[src/rtl/addsub_accum_pkg.sv]
package addsub_accum_pkg;

    typedef enum logic [1:0] {
        OP_UNS_ADD = 2'b00,
        OP_UNS_SUB = 2'b01,
        OP_SGN_ADD = 2'b10,
        OP_SGN_SUB = 2'b11
    } acc_op_e;

    function automatic acc_op_e decode_op(input logic sgn, input logic add);
        decode_op = acc_op_e'({sgn, ~add});
    endfunction

endpackage

[src/rtl/addsub_accum_ext.sv]
module addsub_accum_ext #(
    parameter int W = 8
) (
    input  logic         sgn,
    input  logic [W-1:0] word,
    output logic [W:0]   wide
);
    // Copy the top bit upward only when the operand is two's complement.
    always_comb begin
        wide = {sgn & word[W-1], word};
    end
endmodule

[src/rtl/addsub_accum_core.sv]
module addsub_accum_core #(
    parameter int W = 8
) (
    input  logic       add,
    input  logic [W:0] lhs,
    input  logic [W:0] rhs,
    output logic [W:0] res
);
    localparam int XW = W + 1;

    logic [XW-1:0] rhs_eff;
    logic          cin;

    // Subtraction is done as lhs + ~rhs + 1, so one adder serves both operations.
    always_comb begin
        rhs_eff = add ? rhs : ~rhs;
        cin     = ~add;
        res     = lhs + rhs_eff + {{(XW-1){1'b0}}, cin};
    end
endmodule

[src/rtl/addsub_accum_flag.sv]
module addsub_accum_flag #(
    parameter int W = 8
) (
    input  addsub_accum_pkg::acc_op_e op,
    input  logic [W:0]                res,
    output logic                      flag
);
    import addsub_accum_pkg::*;

    logic top_mismatch;

    always_comb begin
        top_mismatch = res[W] ^ res[W-1];
        unique case (op)
            OP_UNS_ADD: flag = res[W];       // carry out of the low W bits
            OP_UNS_SUB: flag = res[W];       // wide difference negative means borrow
            OP_SGN_ADD,
            OP_SGN_SUB: flag = top_mismatch; // 01 positive, 10 negative overflow
            default:    flag = 1'b0;
        endcase
    end
endmodule

[src/rtl/addsub_accum.sv]
module addsub_accum #(
    parameter int W = 8
) (
    input  logic         clk,
    input  logic         rst,
    input  logic         en,
    input  logic         add_sel,
    input  logic         sgn_sel,
    input  logic [W-1:0] din,
    output logic [W-1:0] acc,
    output logic         ovf
);
    import addsub_accum_pkg::*;

    localparam int XW = W + 1;

    typedef struct packed {
        logic [W-1:0] total;
        logic         flag;
    } acc_state_t;

    acc_state_t state_d, state_q;
    acc_op_e    op;
    logic [XW-1:0] lhs_wide, rhs_wide, res_wide;
    logic          res_flag;

    assign op = decode_op(sgn_sel, add_sel);

    addsub_accum_ext #(.W(W)) u_ext_lhs (
        .sgn  (sgn_sel),
        .word (state_q.total),
        .wide (lhs_wide)
    );

    addsub_accum_ext #(.W(W)) u_ext_rhs (
        .sgn  (sgn_sel),
        .word (din),
        .wide (rhs_wide)
    );

    addsub_accum_core #(.W(W)) u_core (
        .add (add_sel),
        .lhs (lhs_wide),
        .rhs (rhs_wide),
        .res (res_wide)
    );

    addsub_accum_flag #(.W(W)) u_flag (
        .op   (op),
        .res  (res_wide),
        .flag (res_flag)
    );

    always_comb begin
        state_d = state_q;
        if (rst) begin
            state_d.total = '0;
            state_d.flag  = 1'b0;
        end else if (en) begin
            state_d.total = res_wide[W-1:0];
            state_d.flag  = res_flag;
        end
    end

    always_ff @(posedge clk) begin
        state_q <= state_d;
    end

    assign acc = state_q.total;
    assign ovf = state_q.flag;
endmodule

[config.mk]
export PLATFORM = sky130hd
export DESIGN_NAME = addsub_accum
export DESIGN_NICKNAME = d
export VERILOG_FILES = /design/src/rtl/addsub_accum_pkg.sv /design/src/rtl/addsub_accum_ext.sv /design/src/rtl/addsub_accum_core.sv /design/src/rtl/addsub_accum_flag.sv /design/src/rtl/addsub_accum.sv
export SDC_FILE = /design/constraint.sdc
export NUM_CORES = 1
export LEC_CHECK = 0
export BUFFER_PORTS_ARGS = -buffer_cell sky130_fd_sc_hd__buf_2
export CORE_MARGIN = 4
export CORE_UTILIZATION = 45
export DETAILED_ROUTE_END_ITERATION = 8
export GPL_ROUTABILITY_DRIVEN = 0
export PLACE_DENSITY_LB_ADDON = 0.15
export SKIP_CTS_REPAIR_TIMING = 1
export SYNTH_ARGS = -nofsm -noshare
export SYNTH_HDL_FRONTEND = slang
export SYNTH_HIERARCHICAL = 1
export SYNTH_SLANG_ARGS = --single-unit
[constraint.sdc]
create_clock -name clk -period 5.2 [get_ports clk]
set_input_delay 0.52 -clock clk [delete_from_list [all_inputs] [get_ports clk]]
set_output_delay 0.52 -clock clk [all_outputs]
set_load 0.01 [all_outputs]
# ---- Yosys cells after proc, flatten, opt, wreduce, memory -nomap -nowiden
# Index checks and enable logic that the tools add are counted.
dict set report classes {
  addsub 2
  n_eq_ne 3
  mux 2
  bitwise_logic 5
  n_reduce_logical 3
}
# operator n
set op_table {}
lappend op_table {{$add 9x1->9} 1}
lappend op_table {{$add 9x9->9} 1}
lappend op_table {{$mux 9} 1}
lappend op_table {{$not 9->9} 1}
lappend op_table {{$eq 2x2->1 const B} 2}
lappend op_table {{$reduce_or 2->1} 2}
lappend op_table {{$and 1x1->1} 2}
lappend op_table {{$eq 2x1->1 const B} 1}
lappend op_table {{$logic_not 2->1} 1}
lappend op_table {{$pmux 1 s2} 1}
lappend op_table {{$not 1->1} 1}
lappend op_table {{$xor 1x1->1} 1}
dict set report totals {
  register_bits 9
  input_bits 13
}

# ---- Depth between registers and ports, before layout
# Gate-level depths: netlist (run 1).
dict set report logic_depth {
  ltp_word 7
  depth_mapped 13
  depth_no_buf 12
}

# ---- Modules after synthesis
# The synthesis (run 1) kept the hierarchy.
# module instances cells_per_inst area_per_inst_um2 seq_area_each_um2
set by_module_without_submodules {}
lappend by_module_without_submodules {addsub_accum_core 1 61 471.7 0.0}
lappend by_module_without_submodules {addsub_accum 1 30 322.8 180.2}
lappend by_module_without_submodules {addsub_accum_ext 2 9 66.3 0.0}
lappend by_module_without_submodules {addsub_accum_flag 1 2 12.5 0.0}

# ---- Worst setup path after synthesis (run 1)
# No wires, ideal clock.
dict set report synth_timing {
  path_kind {input -> register}
  startpoint {input port add_sel}
  endpoint {register state_q (netlist bit ovf)}
  setup_ps 126
  t_arrival_ps 2334
  required_ps 5074
  slack_ps 2740
  cell_stages 12
  n_path_buf 1
  cell_sequence {buf_6 > o21ai_0 > inv_1 > fa_1 > nor2b_1 > nor3_1 > o21ai_0 > o211ai_1 > xnor2_1 > xnor2_1 > mux2i_1 > nor2_1}
}
dict set report synth_via {
  elab_chain_cells 5
}
# element line
set synth_rtl {}
lappend synth_rtl {{start: declaration} addsub_accum.sv:7} ;# input logic add_sel,
lappend synth_rtl {{$mux 9} addsub_accum_core.sv:16} ;# rhs_eff = add ? rhs : ~rhs;
lappend synth_rtl {{$add 9x9->9} addsub_accum_core.sv:18} ;# res = lhs + rhs_eff + {{(XW-1){1'b0}}, cin};
lappend synth_rtl {{$add 9x1->9 *} addsub_accum_core.sv:18}
lappend synth_rtl {{named net res_wide[8]} addsub_accum.sv:24} ;# logic [XW-1:0] lhs_wide, rhs_wide, res_wide;
lappend synth_rtl {{$xor 1x1->1} addsub_accum_flag.sv:13} ;# top_mismatch = res[W] ^ res[W-1];
lappend synth_rtl {{$pmux 1 s2 *} addsub_accum_flag.sv:14} ;# unique case (op)
lappend synth_rtl {{named net res_flag} addsub_accum.sv:25} ;# logic res_flag;
lappend synth_rtl {{end signal: assignment} addsub_accum.sv:66} ;# state_q <= state_d;
lappend synth_rtl {{end: declaration} addsub_accum.sv:22} ;# acc_state_t state_d, state_q;
# The timed path passes the listed nets; every way through them passes the cells marked *.
# A chain may end at the register's enable or synchronous reset.

# ---- Worst setup path after layout (run 1)
# Ends and elaborated chain as after synthesis.

==> results.ini, run 1 <==
[outcome]
status=completed

[floorplan]
die_w_um=53.6
fp.dieH_um=53.6
dieArea_um2=2870
fp-row-count=16
initial_core_util=0.477
io_pins=22
core-area_um2=1960

[routing]
via_count=725
drc=0
viasPerCell=5.07
dr.pass1.iters=3
wl_per_cell_um=12.1
routed_wirelength_mm=1.73
final_antenna_net_count=0
drt_iter0_markers=4

[worst_setup_path]
crit_family=compound AO/OA/AOI/OAI gates
crit_path_max_fanout=9
critPathSlowestCell=fa_1
crit_type=in -> reg
path_cells=buf_2 > o21ai_0 > inv_1 > fa_1 > nor2b_1 > nor3_1 > o21ai_0 > o211ai_1 > xnor2_1 > xnor2_1 > mux2i_1 > nor2_1
slowest_delay_ns=0.42
path_depth=12
cp.required_ns=5.36
cp_num_buf_inv=2
start_kind=primary input
arrival_ns=2.70
endpoint_kind=register
r2r_cells=12

[cells_and_area]
drive_above_1_share=0.224
fin_nets=138
final_cells=143
fillers=224
diodes=0
area_growth_pct=2.01
postLayoutCoreUtil=0.487

[placed_design]
io_buffers=21
dpl.hpwl_mm=1.41
place_ws_ns=2.37
placed_cells=139

[synth]
yosysWarnings=6
syn_inst=110
synth_area_um2=936
synth.net_count=131
syn_area_per_cell_um2=8.51

[sta]
max_slew_margin=0.694
finalClockSkew_ns=0.00101
timing.final.crit_share=0.488
final-setup-viol-count=0
slew_violations=0
fin_crit_ns=2.54
fin_tns_setup_ns=0
hold_violations=0
setup_slack_ns=2.66
max_freq_mhz=394
grt_setup_unrepaired=no
tightest_slew_ns=0.453

[clocking]
clockBufferDepth=2
cts_made_buffers=3
cts.sinks=9
cts_tree=yes
htreeDepth=1
clk_latency_ns=0.26
clkTransAtPathRegs_ns=0.06
root_buffer=clkbuf_4

[grt]
gr-total-overflow=0
grt_pass1_wl_mm=2.75
antenna_found_initial=0
grt_pass1_vias=676
track_usage=0.136
grt_max_degree=10

[power_and_ir_drop]
leakagePower_nw=0.460
p_per_area_nw_per_um2=396
ir_drop_uv=179

[flow_run]
maxCapViolCount=0

[worst_hold_path]
holdPathStages=2
hold_path_class=reg -> reg

==> worst paths after layout <==
kind	startpoint	endpoint	slack, ns
max reg2reg	acc[0]	ovf	2.90
min	ovf	ovf	0.50
min reg2reg	ovf	ovf	0.50
max	add_sel	ovf	2.66
==> per-stage QoR <==
stage	hold slack [ns]	cell area, um2	power (mW)
finish	0.498	955	0.378
detailed placement	0.485	928	0.325
CTS	0.504	955	0.385
global route	0.540	955	0.415
floorplan	0.531	936	0.296
global placement	0.485	928	0.324
==> final cells by class <==
cell class	instances	area, um2	area share
Tap cell	27	33.8	0.0354
Timing Repair Buffer	21	105	0.110
Multi-Input combinational cell	77	591	0.619
Inverter	5	18.8	0.0197
Clock buffer	4	26.3	0.0275
Sequential cell	9	180	0.189
==> metal layers <==
layer  part of all wire  GRT usage
met1               0.44      0.139
met2               0.51      0.249
met5                  0          0
met3              0.047     0.0499
met4             0.0087     0.0511
==> registers in the layout (all words and copies together), names as in the netlist <==
register	flops
acc	8
ovf	1
==> layout by cell type (no fill, tap or decap) <==
cell,n
a22o_1,1
nor3_1,2
o311ai_0,1
mux2i_1,9
nor2b_1,3
inv_1,5
buf_2,21
nand2_1,3
clkbuf_4,3
clkbuf_1,1
and2_4,1
nand3_1,1
a21oi_2,1
fa_1,1
a21o_1,2
ha_1,7
xor2_1,2
a21oi_1,3
nor2_1,10
a31oi_1,3
a311o_1,1
dfxtp_1,9
and2_1,2
or3_1,1
o211ai_1,2
nand2b_1,1
o21ai_0,4
xnor2_1,15
o21a_1,1
==> worst register-to-register path: cells and delay by family (launching register included) <==
family	cells	cell delay [ns]
AOI/OAI and AO/OA	3	0.49
adders and majority gates	1	0.42
DFF	1	0.38
and+or+nand+nor	4	0.36
xor gates and xnor gates	2	0.32
muxes	1	0.13
buffers and inverters	1	0.11
==> report_power, final <==
part	leakage, nW	switching (mW)	internal, mW
sequential	0.0744	0.0143	0.0863
clock	0.0150	0.0266	0.0297
combinational	0.370	0.113	0.108
No activity file was read; power rests on OpenSTA's default activity.
==> inputs of run 2 (changes only) <==
- ABC_AREA: unset -> 1
- clock period: 5.2 -> 2.1 ns (I/O delays scaled with it)
==> run 2 against run 1 <==
Total power is 94% higher. Routed wire length is 7.5% higher. Sequential power grew 110%. Critical path depth grew 4. Clock skew grew 0.0023 ns. Via count grew 25%. Die area rose by 12%. Synthesized cell count is 57% higher.
==> results.ini, run 2 <==
[outcome]
status=completed

[routing]
via_count=909  ; +25%
final_antenna_net_count=0  ; unchanged
drc=0  ; unchanged
viasPerCell=4.33  ; -15%
dr.pass1.iters=4  ; +1
routed_wirelength_mm=1.86  ; +7.5%
drt_iter0_markers=11  ; +7
wl_per_cell_um=8.88  ; -27%

[floorplan]
initial_core_util=0.477  ; about the same
core-area_um2=2230  ; +14%
dieArea_um2=3210  ; +12%
die_w_um=56.6  ; +5.7%
fp.dieH_um=56.6  ; +5.7%
fp-row-count=17  ; +1
io_pins=22  ; unchanged

[worst_setup_path]
crit_family=simple AND/OR/NAND/NOR gates
slowest_delay_ns=0.42  ; about the same
start_kind=register
endpoint_kind=register
critPathSlowestCell=fa_1
arrival_ns=2.05  ; -0.65 ns
cpMostUsedCell=nand2_1
cp.required_ns=2.26  ; -3.10 ns
cp_num_buf_inv=3  ; +1
crit_path_max_fanout=4  ; -5
crit_type=reg -> reg
path_cells=inv_1 > nand2_1 > nand2_1 > fa_1 > o21ai_2 > nand2_1 > nand2_1 > nand2_1 > nand2_1 > nand3_1 > nand2_1 > inv_1 > inv_1 > nand2_1 > nand2_1 > nor2_1

[grt]
grt_max_degree=19  ; +9
top_usage_layer=met2
use_met3=0.0506  ; +0.000713
gr-total-overflow=0  ; unchanged
antenna_found_initial=0  ; unchanged
grt_pass1_vias=835  ; +24%
grt_pass1_wl_mm=3.41  ; +24%
grt.met1_usage=0.161  ; +0.0217
track_usage=0.130  ; -0.00606
grtUsageMet2=0.224  ; -0.0246

[cells_and_area]
diodes=0  ; unchanged
multi_input_area_um2=607  ; +2.8%
largest_reg_flops=8  ; unchanged
regArea_um2=180  ; unchanged
layout_common_cells=52 x nand2_1, 30 x inv_1, 24 x nor2_1
final_cells=210  ; +47%
area_growth_pct=2.94
fin_nets=204  ; +48%
layout_commonest_cell=nand2_1
drive_above_1_share=0.198  ; -0.0263
fillers=265  ; +18%

[power_and_ir_drop]
switching_share=0.415  ; +0.00719
p_per_area_nw_per_um2=669  ; +69%
power_frac_clock=0.190  ; +0.041
switchingPower_mw=0.305  ; +97%
leakagePower_nw=0.686  ; +49%
power.internal_mw=0.429  ; +92%
ir_drop_uv=409  ; +130%
seqPwrFrac=0.288  ; +0.022
pwr-share-comb=0.523  ; -0.062

[sta]
max_slew_margin=0.785  ; +0.0908
fin_crit_ns=1.89
final-setup-viol-count=0  ; unchanged
max_freq_mhz=530
grt_setup_unrepaired=no
finalClockSkew_ns=0.00330  ; +0.00229 ns
tightest_slew_ns=0.322  ; -0.130 ns
fin_tns_setup_ns=0  ; unchanged
timing.final.crit_share=0.899
hold_violations=0  ; unchanged
slew_violations=0  ; unchanged

[synth]
synth_area_um2=1060  ; +14%
yosysWarnings=6  ; unchanged
synth.net_count=194  ; +48%
syn_area_per_cell_um2=6.15  ; -28%
syn_inst=173  ; +57%

[worst_hold_path]
hold_path_class=in -> reg

[flow_run]
maxCapViolCount=0  ; unchanged

[clocking]
htreeDepth=1  ; unchanged
cts_made_buffers=3  ; unchanged
clk_latency_ns=0.26  ; about the same
clockBufferDepth=2  ; unchanged
cts.sinks=9  ; unchanged
root_buffer=clkbuf_4
cts_tree=yes
clkTransAtPathRegs_ns=0.07  ; about the same

[placed_design]
io_buffers=21  ; unchanged
placed_cells=206  ; +48%
dpl.hpwl_mm=1.54  ; +8.8%

==> run 2: layer usage <==
metal | wire length, um | vias to the layer above
li1 | - | 508
met1 | 890 | 388
met2 | 892 | 13
met3 | 81 | 0
met4 | 0 | 0
met5 | 0 | -
==> run 2: per-stage QoR <==
step	power, mW	hold WS [ns]	area [um2]	util	setup WS (ns)
final	0.733	0.372	1100	0.491	0.213
after global routing	0.828	0.384	1100	0.491	0.0105
after detailed placement	0.602	0.466	1070	0.479	-0.0000244
after floorplan	0.554	0.469	1060	-	0.149
after CTS	0.752	0.362	1100	0.491	0.186
after global placement	0.595	0.459	1070	0.479	0.0432
==> run 2: area by class of cell <==
cell class | count | share of cell area
Clock buffer | 4 | 0.0240
Inverter | 32 | 0.110
Multi-Input combinational cell | 113 | 0.554
Sequential cell | 9 | 0.164
Tap cell | 28 | 0.0320
Timing Repair Buffer | 24 | 0.116
==> run 2: path summary, 6_finish.rpt <==
| check | startpoint | depth (start not counted) | slack [ns] | endpoint |
|---|---|---|---|---|
| min reg2reg | ovf | 2 | 0.47 | ovf |
| min | en | 3 | 0.37 | acc[7] |
| max reg2reg | acc[0] | 16 | 0.21 | ovf |
| max | acc[0] | 16 | 0.21 | ovf |
==> run 2: power by group through the flow <==
stage	Sequential [mW]	Combinational (mW)	Clock (mW)
2_1_floorplan	0.223	0.331	0
3_3_place_gp	0.213	0.382	0
3_5_place_dp	0.215	0.387	0
4_1_cts	0.211	0.389	0.152
5_1_grt	0.214	0.451	0.162
6_report	0.211	0.383	0.139
==> run 2: worst min-delay path, delay by kind of cell <==
family                 cells  cell delay [ns]
and+or+nand+nor            2             0.18
buffers and inverters      1             0.21
==> inputs of run 3 (changes only) <==
- SYNTH_HIERARCHICAL: 1 -> unset
==> run 3 against run 2 <==
Clock power hardly changed. Via count is 7.9% lower. Die area decreased by 15%. Synthesized area decreased by 18%. Highest routed layer is now met4.
==> results.ini, run 3 <==
[synth]
yosys-mux-area-fraction=0
synth_compound_area_frac=0.101
ys_ff_latch=9
syn_area_per_cell_um2=6.69  ; +8.6%
synth_cell_types=26
synth_most_common_cell=nand2_1
syn_inst=131  ; -24%
synth_simple_gate_area_share=0.304
synth_fa_ha_area_frac=0.123
postSynth.asyncResetShare=0
yosys.area_share.xor_xnor=0.140
synth_commonest_cells=26 x nand2_1, 20 x inv_1, 15 x nor2_1
yosysTopAreaCell=dfxtp_1
ys_seq_area_frac=0.206
synth_top_family_by_area=simple AND/OR/NAND/NOR gates
synth.net_count=152  ; -22%
yosysWarnings=0  ; -6
synth_edf_count=0
synth_area_leaders=dfxtp_1 21%, nand2_1 11%, ha_1 10%
synth_area_um2=876  ; -18%
synth_top_area_share=0.206
ys.flop_type=dfxtp_1

[placed_design]
dpl.hpwl_mm=1.47  ; -4.6%
placed_cells=174  ; -16%
place_ws_ns=0.123  ; +0.123 ns
placed_area_um2=988  ; -7.6%
io_buffers=21  ; unchanged

[worst_setup_path]
crit_type=reg -> reg
arrival_ns=2.07  ; +0.02 ns
rr_endpoint=ovf
endpoint_kind=register
crit_path_max_fanout=3  ; -1
path_cells=inv_1 > nand2_1 > and2_1 > inv_1 > fa_2 > nand3b_1 > nand2_2 > nand2_1 > nand2_1 > xor2_1 > nand3_1 > nand3_1 > nand2_1 > inv_1
start_kind=register
cp.required_ns=2.31  ; +0.05 ns
r2r-start=acc[0]
r2r_cells=14  ; -2
slowest_delay_ns=0.34  ; -0.08 ns
r2r_setup_slack_ns=0.24  ; +0.03 ns
critPathSlowestCell=fa_2
cpMostUsedCell=nand2_1

[floorplan]
fp.dieH_um=52.1  ; -8.0%
core-area_um2=1780  ; -20%
fp-row-count=15  ; -2
initial_core_util=0.491  ; +0.0145
dieArea_um2=2720  ; -15%
io_pins=22  ; unchanged
die_w_um=52.1  ; -8.0%

[flow_run]
maxCapViolCount=0  ; unchanged

[power_and_ir_drop]
leakagePower_nw=0.593  ; -13%
p_per_area_nw_per_um2=698  ; +4.4%
ir_drop_uv=460  ; +12%
power_mw=0.713  ; -2.7%

[cells_and_area]
design_area_um2=1020  ; -6.8%
layout_commonest_cell=nand2_1
diodes=0  ; unchanged
area_growth_pct=16.6
layout_common_cells=25 x nand2_1, 21 x buf_2, 20 x inv_1
fin_nets=175  ; -14%
largest_reg_flops=8  ; unchanged
postLayoutCoreUtil=0.573  ; +0.0819
drive_above_1_share=0.235  ; +0.0375
final_cells=178  ; -15%
fillers=184  ; -31%

[worst_hold_path]
hold_end=acc[0]
hold_path_class=in -> reg
holdPathStages=2  ; -1
min_from=rst

[routing]
final_antenna_net_count=0  ; unchanged
viasPerCell=4.70  ; +8.6%
drt_iter0_markers=11  ; unchanged
drc=0  ; unchanged
routed_wirelength_mm=1.83  ; -1.7%
dr.pass1.iters=4  ; unchanged
via_count=837  ; -7.9%
wl_per_cell_um=10.3  ; +16%

[clocking]
cts.sinks=9  ; unchanged
root_buffer=clkbuf_4
cts_made_buffers=3  ; unchanged
clkTransAtPathRegs_ns=0.06  ; about the same
clk_latency_ns=0.26  ; about the same
cts_tree=yes
clockBufferDepth=2  ; unchanged
htreeDepth=1  ; unchanged

[sta]
max_slew_margin=0.804  ; +0.0186
grt_setup_unrepaired=no
hold_violations=0  ; unchanged
setup_slack_ns=0.239  ; +0.0268 ns
tightest_slew_ns=0.294  ; -0.0279 ns
max_freq_mhz=537  ; +1.4%
final-setup-viol-count=0  ; unchanged
slew_violations=0  ; unchanged
fin_crit_ns=1.86  ; -0.0268 ns
finalClockSkew_ns=0.000605  ; -0.00269 ns
hold_ws_ns=0.237  ; -0.134 ns
fin_tns_setup_ns=0  ; unchanged
timing.final.crit_share=0.886  ; -0.0128

[grt]
antenna_found_initial=0  ; unchanged
grt_pass1_wl_mm=3.11  ; -8.7%
gr-total-overflow=0  ; unchanged
grt_max_degree=14  ; -5
track_usage=0.157  ; +0.0272
grt_pass1_vias=729  ; -13%

[outcome]
status=completed

## run 3: cells by family (layout without fill, tap and decap cells)
| logic type | Yosys count | after routing |
|---|---|---|
| compound gates | 16 | 16 |
| flops | 9 | 9 |
| simple gates | 58 | 58 |
| xor+xnor | 14 | 14 |
| fa+ha+maj | 8 | 8 |
| buf+inv | 26 | 48 |
## run 3: worst max-delay path by stage
stage | to | startpoint | slack (ns) | cells past startpoint
after floorplan | ovf | acc[0] | 0.23 | 14
after global placement | ovf | add_sel | 0.16 | 16
after detailed placement | ovf | add_sel | 0.12 | 12
after CTS | ovf | acc[0] | 0.13 | 14
after global routing | ovf | acc[0] | 0.04 | 14
final | ovf | acc[0] | 0.24 | 14
## run 3: final cells by class
class | count | area, um2 | share of cell area
Inverter | 23 | 86.3 | 0.0846
Timing Repair Buffer | 21 | 105 | 0.103
Multi-Input combinational cell | 96 | 591 | 0.578
Clock buffer | 4 | 26.3 | 0.0257
Tap cell | 25 | 31.3 | 0.0306
Sequential cell | 9 | 181 | 0.178
## run 3: routing by layer
layer	vias up	track usage	wire length [um]
met5	-	0	0
met4	0	0.0524	13
met3	2	0.0602	125
met2	20	0.232	877
met1	367	0.206	816
li1	448	-	-
## run 3: report_power, final
group          leakage, nW  total, mW  internal, mW  switching, mW
clock network       0.0150      0.138        0.0735         0.0643
registers           0.0752      0.215         0.195         0.0197
logic                0.503      0.361         0.153          0.208
## run 3: worst max-delay path: cells and delay by family, from the launching register on
family	cells	cell delay, ns
xor gates and xnor gates	1	0.15
and+or+nand+nor	9	0.85
adders and majority gates	1	0.34
buffers and inverters	3	0.15
DFF	1	0.33
